`src/rtl/sram_lane_pkg.sv`:
```
package sram_lane_pkg;

  typedef enum logic [2:0] {
    ST_IDLE     = 3'd0,
    ST_WR_PULSE = 3'd1,
    ST_WR_HOLD  = 3'd2,
    ST_RD_ACC   = 3'd3,
    ST_RD_TURN  = 3'd4
  } seq_state_t;

  // Whole clock cycles covering a minimum time, never fewer than one.
  function automatic int unsigned ns_to_cyc(input int unsigned t_ns, input int unsigned clk_ns);
    int unsigned c;
    c = (t_ns + clk_ns - 1) / clk_ns;
    return (c == 0) ? 1 : c;
  endfunction

  function automatic int unsigned umax(input int unsigned a, input int unsigned b);
    return (a > b) ? a : b;
  endfunction

endpackage

```
`src/rtl/sram_cyc_timer.sv`:
```
module sram_cyc_timer #(
  parameter int unsigned CNT_W = 4
) (
  input  logic             clk,
  input  logic             rst_n,
  input  logic             load,
  input  logic [CNT_W-1:0] load_val,
  output logic             expired
);
  logic [CNT_W-1:0] cnt;

  always_ff @(posedge clk) begin
    if (!rst_n)             cnt <= '0;
    else if (load)          cnt <= load_val;
    else if (cnt != '0)     cnt <= cnt - 1'b1;
  end

  assign expired = (cnt == '0);
endmodule

```
`src/rtl/sram_seq_fsm.sv`:
```
module sram_seq_fsm
  import sram_lane_pkg::*;
#(
  parameter int unsigned AW     = 15,
  parameter int unsigned DW     = 16,
  parameter int unsigned LANES  = 2,
  parameter int unsigned CNT_W  = 4,
  parameter int unsigned N_WP   = 1,
  parameter int unsigned N_WH   = 1,
  parameter int unsigned N_RD   = 1,
  parameter int unsigned N_TURN = 1
) (
  input  logic             clk,
  input  logic             rst_n,
  input  logic             req_valid,
  output logic             req_ready,
  input  logic             req_write,
  input  logic [AW-1:0]    req_addr,
  input  logic [DW-1:0]    req_wdata,
  input  logic [LANES-1:0] req_mask,
  input  logic             tmr_expired,
  output logic             tmr_load,
  output logic [CNT_W-1:0] tmr_val,
  output seq_state_t       state,
  output logic [AW-1:0]    lat_addr,
  output logic [DW-1:0]    lat_wdata,
  output logic [LANES-1:0] lat_mask,
  output logic             capture,
  output logic             rsp_valid
);
  localparam logic [CNT_W-1:0] LD_WP   = CNT_W'(N_WP - 1);
  localparam logic [CNT_W-1:0] LD_WH   = CNT_W'(N_WH - 1);
  localparam logic [CNT_W-1:0] LD_RD   = CNT_W'(N_RD - 1);
  localparam logic [CNT_W-1:0] LD_TURN = CNT_W'(N_TURN - 1);

  seq_state_t state_nxt;
  logic       take, take_real, ack_nxt;

  assign req_ready = (state == ST_IDLE);
  assign take      = req_ready && req_valid;
  assign take_real = take && (req_mask != '0);
  assign capture   = (state == ST_RD_ACC) && tmr_expired;

  always_comb begin
    state_nxt = state;
    tmr_load  = 1'b0;
    tmr_val   = '0;
    ack_nxt   = 1'b0;
    unique case (state)
      ST_IDLE: begin
        if (take && !take_real) begin
          ack_nxt = 1'b1;
        end else if (take_real) begin
          tmr_load  = 1'b1;
          tmr_val   = req_write ? LD_WP : LD_RD;
          state_nxt = req_write ? ST_WR_PULSE : ST_RD_ACC;
        end
      end
      ST_WR_PULSE: if (tmr_expired) begin
        tmr_load  = 1'b1;
        tmr_val   = LD_WH;
        state_nxt = ST_WR_HOLD;
      end
      ST_WR_HOLD: if (tmr_expired) begin
        ack_nxt   = 1'b1;
        state_nxt = ST_IDLE;
      end
      ST_RD_ACC: if (tmr_expired) begin
        tmr_load  = 1'b1;
        tmr_val   = LD_TURN;
        state_nxt = ST_RD_TURN;
      end
      ST_RD_TURN: if (tmr_expired) begin
        ack_nxt   = 1'b1;
        state_nxt = ST_IDLE;
      end
      default: state_nxt = ST_IDLE;
    endcase
  end

  always_ff @(posedge clk) begin
    if (!rst_n) begin
      state     <= ST_IDLE;
      rsp_valid <= 1'b0;
      lat_addr  <= '0;
      lat_wdata <= '0;
      lat_mask  <= '0;
    end else begin
      state     <= state_nxt;
      rsp_valid <= ack_nxt;
      if (take_real) begin
        lat_addr  <= req_addr;
        lat_wdata <= req_wdata;
        lat_mask  <= req_mask;
      end
    end
  end
endmodule

```
`src/rtl/sram_pin_drv.sv`:
```
module sram_pin_drv
  import sram_lane_pkg::*;
#(
  parameter int unsigned AW    = 15,
  parameter int unsigned DW    = 16,
  parameter int unsigned LANES = 2
) (
  input  seq_state_t       state,
  input  logic [AW-1:0]    lat_addr,
  input  logic [DW-1:0]    lat_wdata,
  input  logic [LANES-1:0] lat_mask,
  output logic [AW-1:0]    mem_addr,
  output logic             mem_ce_n,
  output logic             mem_oe_n,
  output logic             mem_we_n,
  output logic [LANES-1:0] mem_be_n,
  output logic [DW-1:0]    mem_dq_out,
  output logic             mem_dq_oe
);
  logic in_write, in_access;

  assign in_write  = (state == ST_WR_PULSE) || (state == ST_WR_HOLD);
  assign in_access = in_write || (state == ST_RD_ACC);

  assign mem_addr   = lat_addr;
  assign mem_dq_out = lat_wdata;
  assign mem_ce_n   = !in_access;
  assign mem_oe_n   = (state != ST_RD_ACC);
  assign mem_we_n   = (state != ST_WR_PULSE);
  assign mem_dq_oe  = in_write;

  for (genvar l = 0; l < LANES; l++) begin : g_lane
    assign mem_be_n[l] = !(in_access && lat_mask[l]);
  end
endmodule

```
`src/rtl/sram_lane_ctrl.sv`:
```
module sram_lane_ctrl
  import sram_lane_pkg::*;
#(
  parameter int unsigned ADDR_W    = 15,
  parameter int unsigned DATA_W    = 16,
  parameter int unsigned CLK_NS    = 10,
  parameter int unsigned T_WP_NS   = 7,
  parameter int unsigned T_DS_NS   = 6,
  parameter int unsigned T_CW_NS   = 9,
  parameter int unsigned T_WC_NS   = 10,
  parameter int unsigned T_AA_NS   = 10,
  parameter int unsigned T_OE_NS   = 6,
  parameter int unsigned T_OHZ_NS  = 6
) (
  input  logic                   clk,
  input  logic                   rst_n,
  input  logic                   req_valid,
  output logic                   req_ready,
  input  logic                   req_write,
  input  logic [ADDR_W-1:0]      req_addr,
  input  logic [DATA_W-1:0]      req_wdata,
  input  logic [DATA_W/8-1:0]    req_mask,
  output logic                   rsp_valid,
  output logic [DATA_W-1:0]      rsp_rdata,
  output logic [ADDR_W-1:0]      mem_addr,
  output logic                   mem_ce_n,
  output logic                   mem_oe_n,
  output logic                   mem_we_n,
  output logic [DATA_W/8-1:0]    mem_be_n,
  output logic [DATA_W-1:0]      mem_dq_out,
  output logic                   mem_dq_oe,
  input  logic [DATA_W-1:0]      mem_dq_in
);
  localparam int unsigned LANES  = DATA_W / 8;
  localparam int unsigned N_WP   = umax(ns_to_cyc(T_WP_NS, CLK_NS),
                                        umax(ns_to_cyc(T_DS_NS, CLK_NS), ns_to_cyc(T_CW_NS, CLK_NS)));
  localparam int unsigned N_WC   = ns_to_cyc(T_WC_NS, CLK_NS);
  localparam int unsigned N_WH   = (N_WC > N_WP) ? (N_WC - N_WP) : 1;
  localparam int unsigned N_RD   = umax(ns_to_cyc(T_AA_NS, CLK_NS), ns_to_cyc(T_OE_NS, CLK_NS));
  localparam int unsigned N_TURN = ns_to_cyc(T_OHZ_NS, CLK_NS);
  localparam int unsigned N_MAX  = umax(umax(N_WP, N_WH), umax(N_RD, N_TURN));
  localparam int unsigned CNT_W  = $clog2(N_MAX + 1);

  seq_state_t        state;
  logic              tmr_load, tmr_expired, capture;
  logic [CNT_W-1:0]  tmr_val;
  logic [ADDR_W-1:0] lat_addr;
  logic [DATA_W-1:0] lat_wdata;
  logic [LANES-1:0]  lat_mask;

  sram_cyc_timer #(.CNT_W(CNT_W)) u_timer (
    .clk(clk), .rst_n(rst_n), .load(tmr_load), .load_val(tmr_val), .expired(tmr_expired)
  );

  sram_seq_fsm #(
    .AW(ADDR_W), .DW(DATA_W), .LANES(LANES), .CNT_W(CNT_W),
    .N_WP(N_WP), .N_WH(N_WH), .N_RD(N_RD), .N_TURN(N_TURN)
  ) u_fsm (
    .clk(clk), .rst_n(rst_n),
    .req_valid(req_valid), .req_ready(req_ready), .req_write(req_write),
    .req_addr(req_addr), .req_wdata(req_wdata), .req_mask(req_mask),
    .tmr_expired(tmr_expired), .tmr_load(tmr_load), .tmr_val(tmr_val),
    .state(state), .lat_addr(lat_addr), .lat_wdata(lat_wdata), .lat_mask(lat_mask),
    .capture(capture), .rsp_valid(rsp_valid)
  );

  sram_pin_drv #(.AW(ADDR_W), .DW(DATA_W), .LANES(LANES)) u_pins (
    .state(state), .lat_addr(lat_addr), .lat_wdata(lat_wdata), .lat_mask(lat_mask),
    .mem_addr(mem_addr), .mem_ce_n(mem_ce_n), .mem_oe_n(mem_oe_n), .mem_we_n(mem_we_n),
    .mem_be_n(mem_be_n), .mem_dq_out(mem_dq_out), .mem_dq_oe(mem_dq_oe)
  );

  // Read capture per lane; unselected lanes return zero.
  for (genvar l = 0; l < LANES; l++) begin : g_cap
    always_ff @(posedge clk) begin
      if (!rst_n)       rsp_rdata[l*8 +: 8] <= '0;
      else if (capture) rsp_rdata[l*8 +: 8] <= lat_mask[l] ? mem_dq_in[l*8 +: 8] : 8'h00;
    end
  end
endmodule

```
`config.mk`:
```
export PLATFORM = sky130hd
export DESIGN_NAME = sram_lane_ctrl
export DESIGN_NICKNAME = d
export VERILOG_FILES = /design/src/rtl/sram_lane_pkg.sv /design/src/rtl/sram_cyc_timer.sv /design/src/rtl/sram_seq_fsm.sv /design/src/rtl/sram_pin_drv.sv /design/src/rtl/sram_lane_ctrl.sv
export SDC_FILE = /design/constraint.sdc
export NUM_CORES = 1
export LEC_CHECK = 0
export BUFFER_PORTS_ARGS = -buffer_cell sky130_fd_sc_hd__buf_2
export CORE_UTILIZATION = 41
export DETAILED_ROUTE_END_ITERATION = 10
export PLACE_DENSITY = 0.87
export SYNTH_ARGS = -nofsm -noshare
export SYNTH_HDL_FRONTEND = slang
export SYNTH_SLANG_ARGS = --single-unit
```
`constraint.sdc`:
```
create_clock -name clk -period 1.45 [get_ports clk]
set_input_delay 0 -clock clk [delete_from_list [all_inputs] [get_ports clk]]
set_output_delay 0 -clock clk [all_outputs]
set_load 0.01 [all_outputs]
```
==> results.sh <==
export IMPL_cpLargestDelayFamily="simple AND/OR/NAND/NOR gates"
export IMPL_fillers=433
export IMPL_critPathCaptureType="output pin"
export IMPL_synthFlopType="dfxtp_1"
export IMPL_cts_tree="yes"
export IMPL_port_buffers=107
export IMPL_clk_latency_ns=0.30
export IMPL_ios=108
export IMPL_cts_inserted_buffers=5
export IMPL_dr_pass1_iters=4
export IMPL_worstPathArrival_ns=1.41
export IMPL_synth_area_leaders="dfxtp_1 (47%), mux2i_1 (14%), nand2_1 (11%)"
export IMPL_grt_use_met1_pct=22.14
export IMPL_floorplan_initialDensity_pct=43.81
export IMPL_vias=2282
export IMPL_yosysTopAreaCellShare_pct=47.11
export IMPL_path_cells="buf_4 -> or3b_2 -> buf_2"
export IMPL_cts_sinks=54
export IMPL_routed_wirelength_mm=6.130
export IMPL_vias_per_cell=4.814
export IMPL_dp_cells=416
export IMPL_grt_use_met3_pct=5.000
export IMPL_synth_async_sr_flop_share_pct=0
export IMPL_grt_busiest_layer="met2"
export IMPL_crit_required_ns=1.45
export IMPL_yosysMostFrequentCell="nand2_1"
export IMPL_pre_cts_slack_ns=0.08614
export IMPL_synth_area_per_cell_um2=9.106
export IMPL_grt_max_degree=37
export IMPL_ant_nets=0
export IMPL_syn_to_final_growth_pct=48.91
export IMPL_status="finished, final reports clean"
export IMPL_grt_total_usage_pct=20.79
export IMPL_worstPathMaxFanout=10
export IMPL_hold_class="in -> reg"
export IMPL_finalCritPeriodShare_pct=97.30
export IMPL_cp_slowest_cell="or3b_2"
export IMPL_dp_hpwl_mm=3.534
export IMPL_startpoint_type="flip-flop"
export IMPL_overflow=0
export IMPL_fp_coreArea_mm2=0.005238
export IMPL_die_area_mm2=0.005900
export IMPL_synth_edf_count=0
export IMPL_setup_violations_final=0
export IMPL_cellPowerDensity_mw_per_mm2=936.9
export IMPL_cap_violations=0
export IMPL_drive_gt1_share_pct=32.18
export IMPL_ys_ff_latch=54
export IMPL_met2_usage_pct=39.29
export IMPL_yosysWarningCount=0
export IMPL_cts_root_buf="clkbuf_8"
export IMPL_finalSetupTns_ns=0
export IMPL_hold_violations=0
export IMPL_cts_clk_slew_worst_paths_ns=0.09
export IMPL_rsz0062_at_grt="false"
export IMPL_synth_cells=252
export IMPL_ys_seq_area_share_pct=47.11
export IMPL_cpPeakStageDelay_ns=0.46
export IMPL_htree_levels=2
export IMPL_cp_num_buf_inv=2
export IMPL_synth_commonest_cells="nand2_1 (66), dfxtp_1 (54), nand3_1 (33), mux2i_1 (31), o21ai_0 (17)"
export IMPL_clockBufferDepth=2
export IMPL_routedWlPerCell_um=12.93
export IMPL_gp_congestion=0.8026
export IMPL_synth_nets=305
export IMPL_die_w_um=76.81
export IMPL_finalNetCount=456
export IMPL_fin_cells=474
export IMPL_fmax_mhz=708.8
export IMPL_antenna_found_initial=0
export IMPL_antenna_diode_count=0
export IMPL_fin_worst_skew_ns=0.003445
export IMPL_finalCriticalPeriod_ns=1.411
export IMPL_die_y_um=76.81
export IMPL_yosysUniqueCellTypes=29
export IMPL_p_leak_uw=0.001576
export IMPL_synth_area_leader_cell="dfxtp_1"
export IMPL_vdd_drop_max_uv=595.7
export IMPL_critPathKind="reg -> out"
export IMPL_drc=0
export IMPL_multi_input_area_um2=996.0
export IMPL_fp_row_count=26
export IMPL_drt_iter0_drc=60
export IMPL_grt_pass1_vias=2077
export IMPL_fin_ws_ns=0.03922
export IMPL_final_max_slew_viol_count=0
export IMPL_grt_pass1_wl_mm=9.811
export IMPL_seq_area_mm2=0.001084
export IMPL_netlist_area_mm2=0.002295
## routing by layer
layer | share of wire (%) | vias up
met1 | 41 | 1040
met5 | 0 | -
met2 | 52 | 81
met3 | 5.1 | 14
li1 | - | 1147
met4 | 2.3 | 0
## tightest hold or removal path: cells and delay by family
family,cells,cell delay [ns]
compound gates,1,0.06
buf+inv,1,0.20
simple gates,1,0.11
## cells in the final DEF, fill, tap and decap left out
master	netlist	routed
mux2i_1	31	31
a2111oi_1	0	1
dlygate4sd3_1	0	50
nand3_1	33	33
nand2b_1	1	1
dfxtp_2	0	2
nand2_1	66	66
a31o_2	2	2
clkbuf_8	4	5
conb_1	1	1
nor3_1	1	1
xnor2_1	1	1
nand3b_1	2	2
inv_1	2	2
dfxtp_1	54	52
bufinv_16	0	1
nor2_1	5	5
a21oi_1	5	5
nor4b_4	1	1
nand4bb_1	1	1
nor3b_1	1	1
o21ai_0	17	17
buf_12	3	2
o32ai_1	1	1
buf_2	4	107
clkbuf_1	7	2
a2bb2oi_1	1	1
buf_4	0	8
or3b_2	1	1
and2b_2	0	1
## per-stage QoR
| stage | hold slack [ns] | utilization (%) | total power [µW] | cell area [µm²] |
|---|---|---|---|---|
| after global routing | 0.1341 | 65.24 | 3354 | 3417 |
| after floorplan | 0.1187 | - | 1980 | 2295 |
| after detailed placement | 0.2166 | 53.58 | 2138 | 2806 |
| after global placement | 0.2127 | 53.58 | 2121 | 2806 |
| after CTS | 0.1150 | 65.19 | 3216 | 3415 |
| final | 0.1235 | 65.24 | 3201 | 3417 |
## what timing repair did
item                       in CTS  in global routing
setup endpoints to repair       1                  3
hold buffers                   50                  0
gates cloned                    0                  0
pin swaps                       0                  0
buffers inserted                0                  0
hold endpoints to repair       50                  0
resized for setup               1                  2
## kinds of logic after synthesis
| group | after synthesis | share of synthesized area [%] |
|---|---|---|
| AO/OA/AOI/OAI | 27 | 6.707 |
| XOR/XNOR | 1 | 0.3817 |
| buffers and inverters | 25 | 9.596 |
| flip-flops | 54 | 47.11 |
| multiplexers | 31 | 13.52 |
| other | 1 | 0.1634 |
| AND/OR/NAND/NOR | 113 | 22.52 |
## report_power, final
group	switching [µW]	internal, µW
clock network	463	517
registers	54.7	1560
logic	280	325
## state kept, by name, indices dropped and copies added, names as in the netlist
signal / cells
u_fsm.state: 3
u_fsm.lat_mask: 2
rsp_rdata: 16
u_timer.cnt: 1
u_fsm.lat_wdata: 16
u_fsm.lat_addr: 15
u_fsm.rsp_valid: 1
## worst paths after layout
path                 startpoint                   to  slack [ns]  cells after the start
max              u_fsm.state[1]             mem_we_n        0.04                      3
min                       rst_n         rsp_rdata[9]        0.12                      3
max reg2reg      u_fsm.state[1]  u_fsm.lat_wdata[10]        0.07                      4
min reg2reg  u_fsm.lat_addr[13]   u_fsm.lat_addr[13]        0.46                      2
## final cells by class
cell class | instances | area share, %
sequential | 54 | 31.71
clock buffer | 7 | 2.234
multi-input combinational | 173 | 29.15
tap | 70 | 2.563
inverter | 2 | 0.2197
timing repair buffer | 167 | 33.25
clock inverter | 1 | 0.8788
No activity file was read; power rests on OpenSTA's default activity.
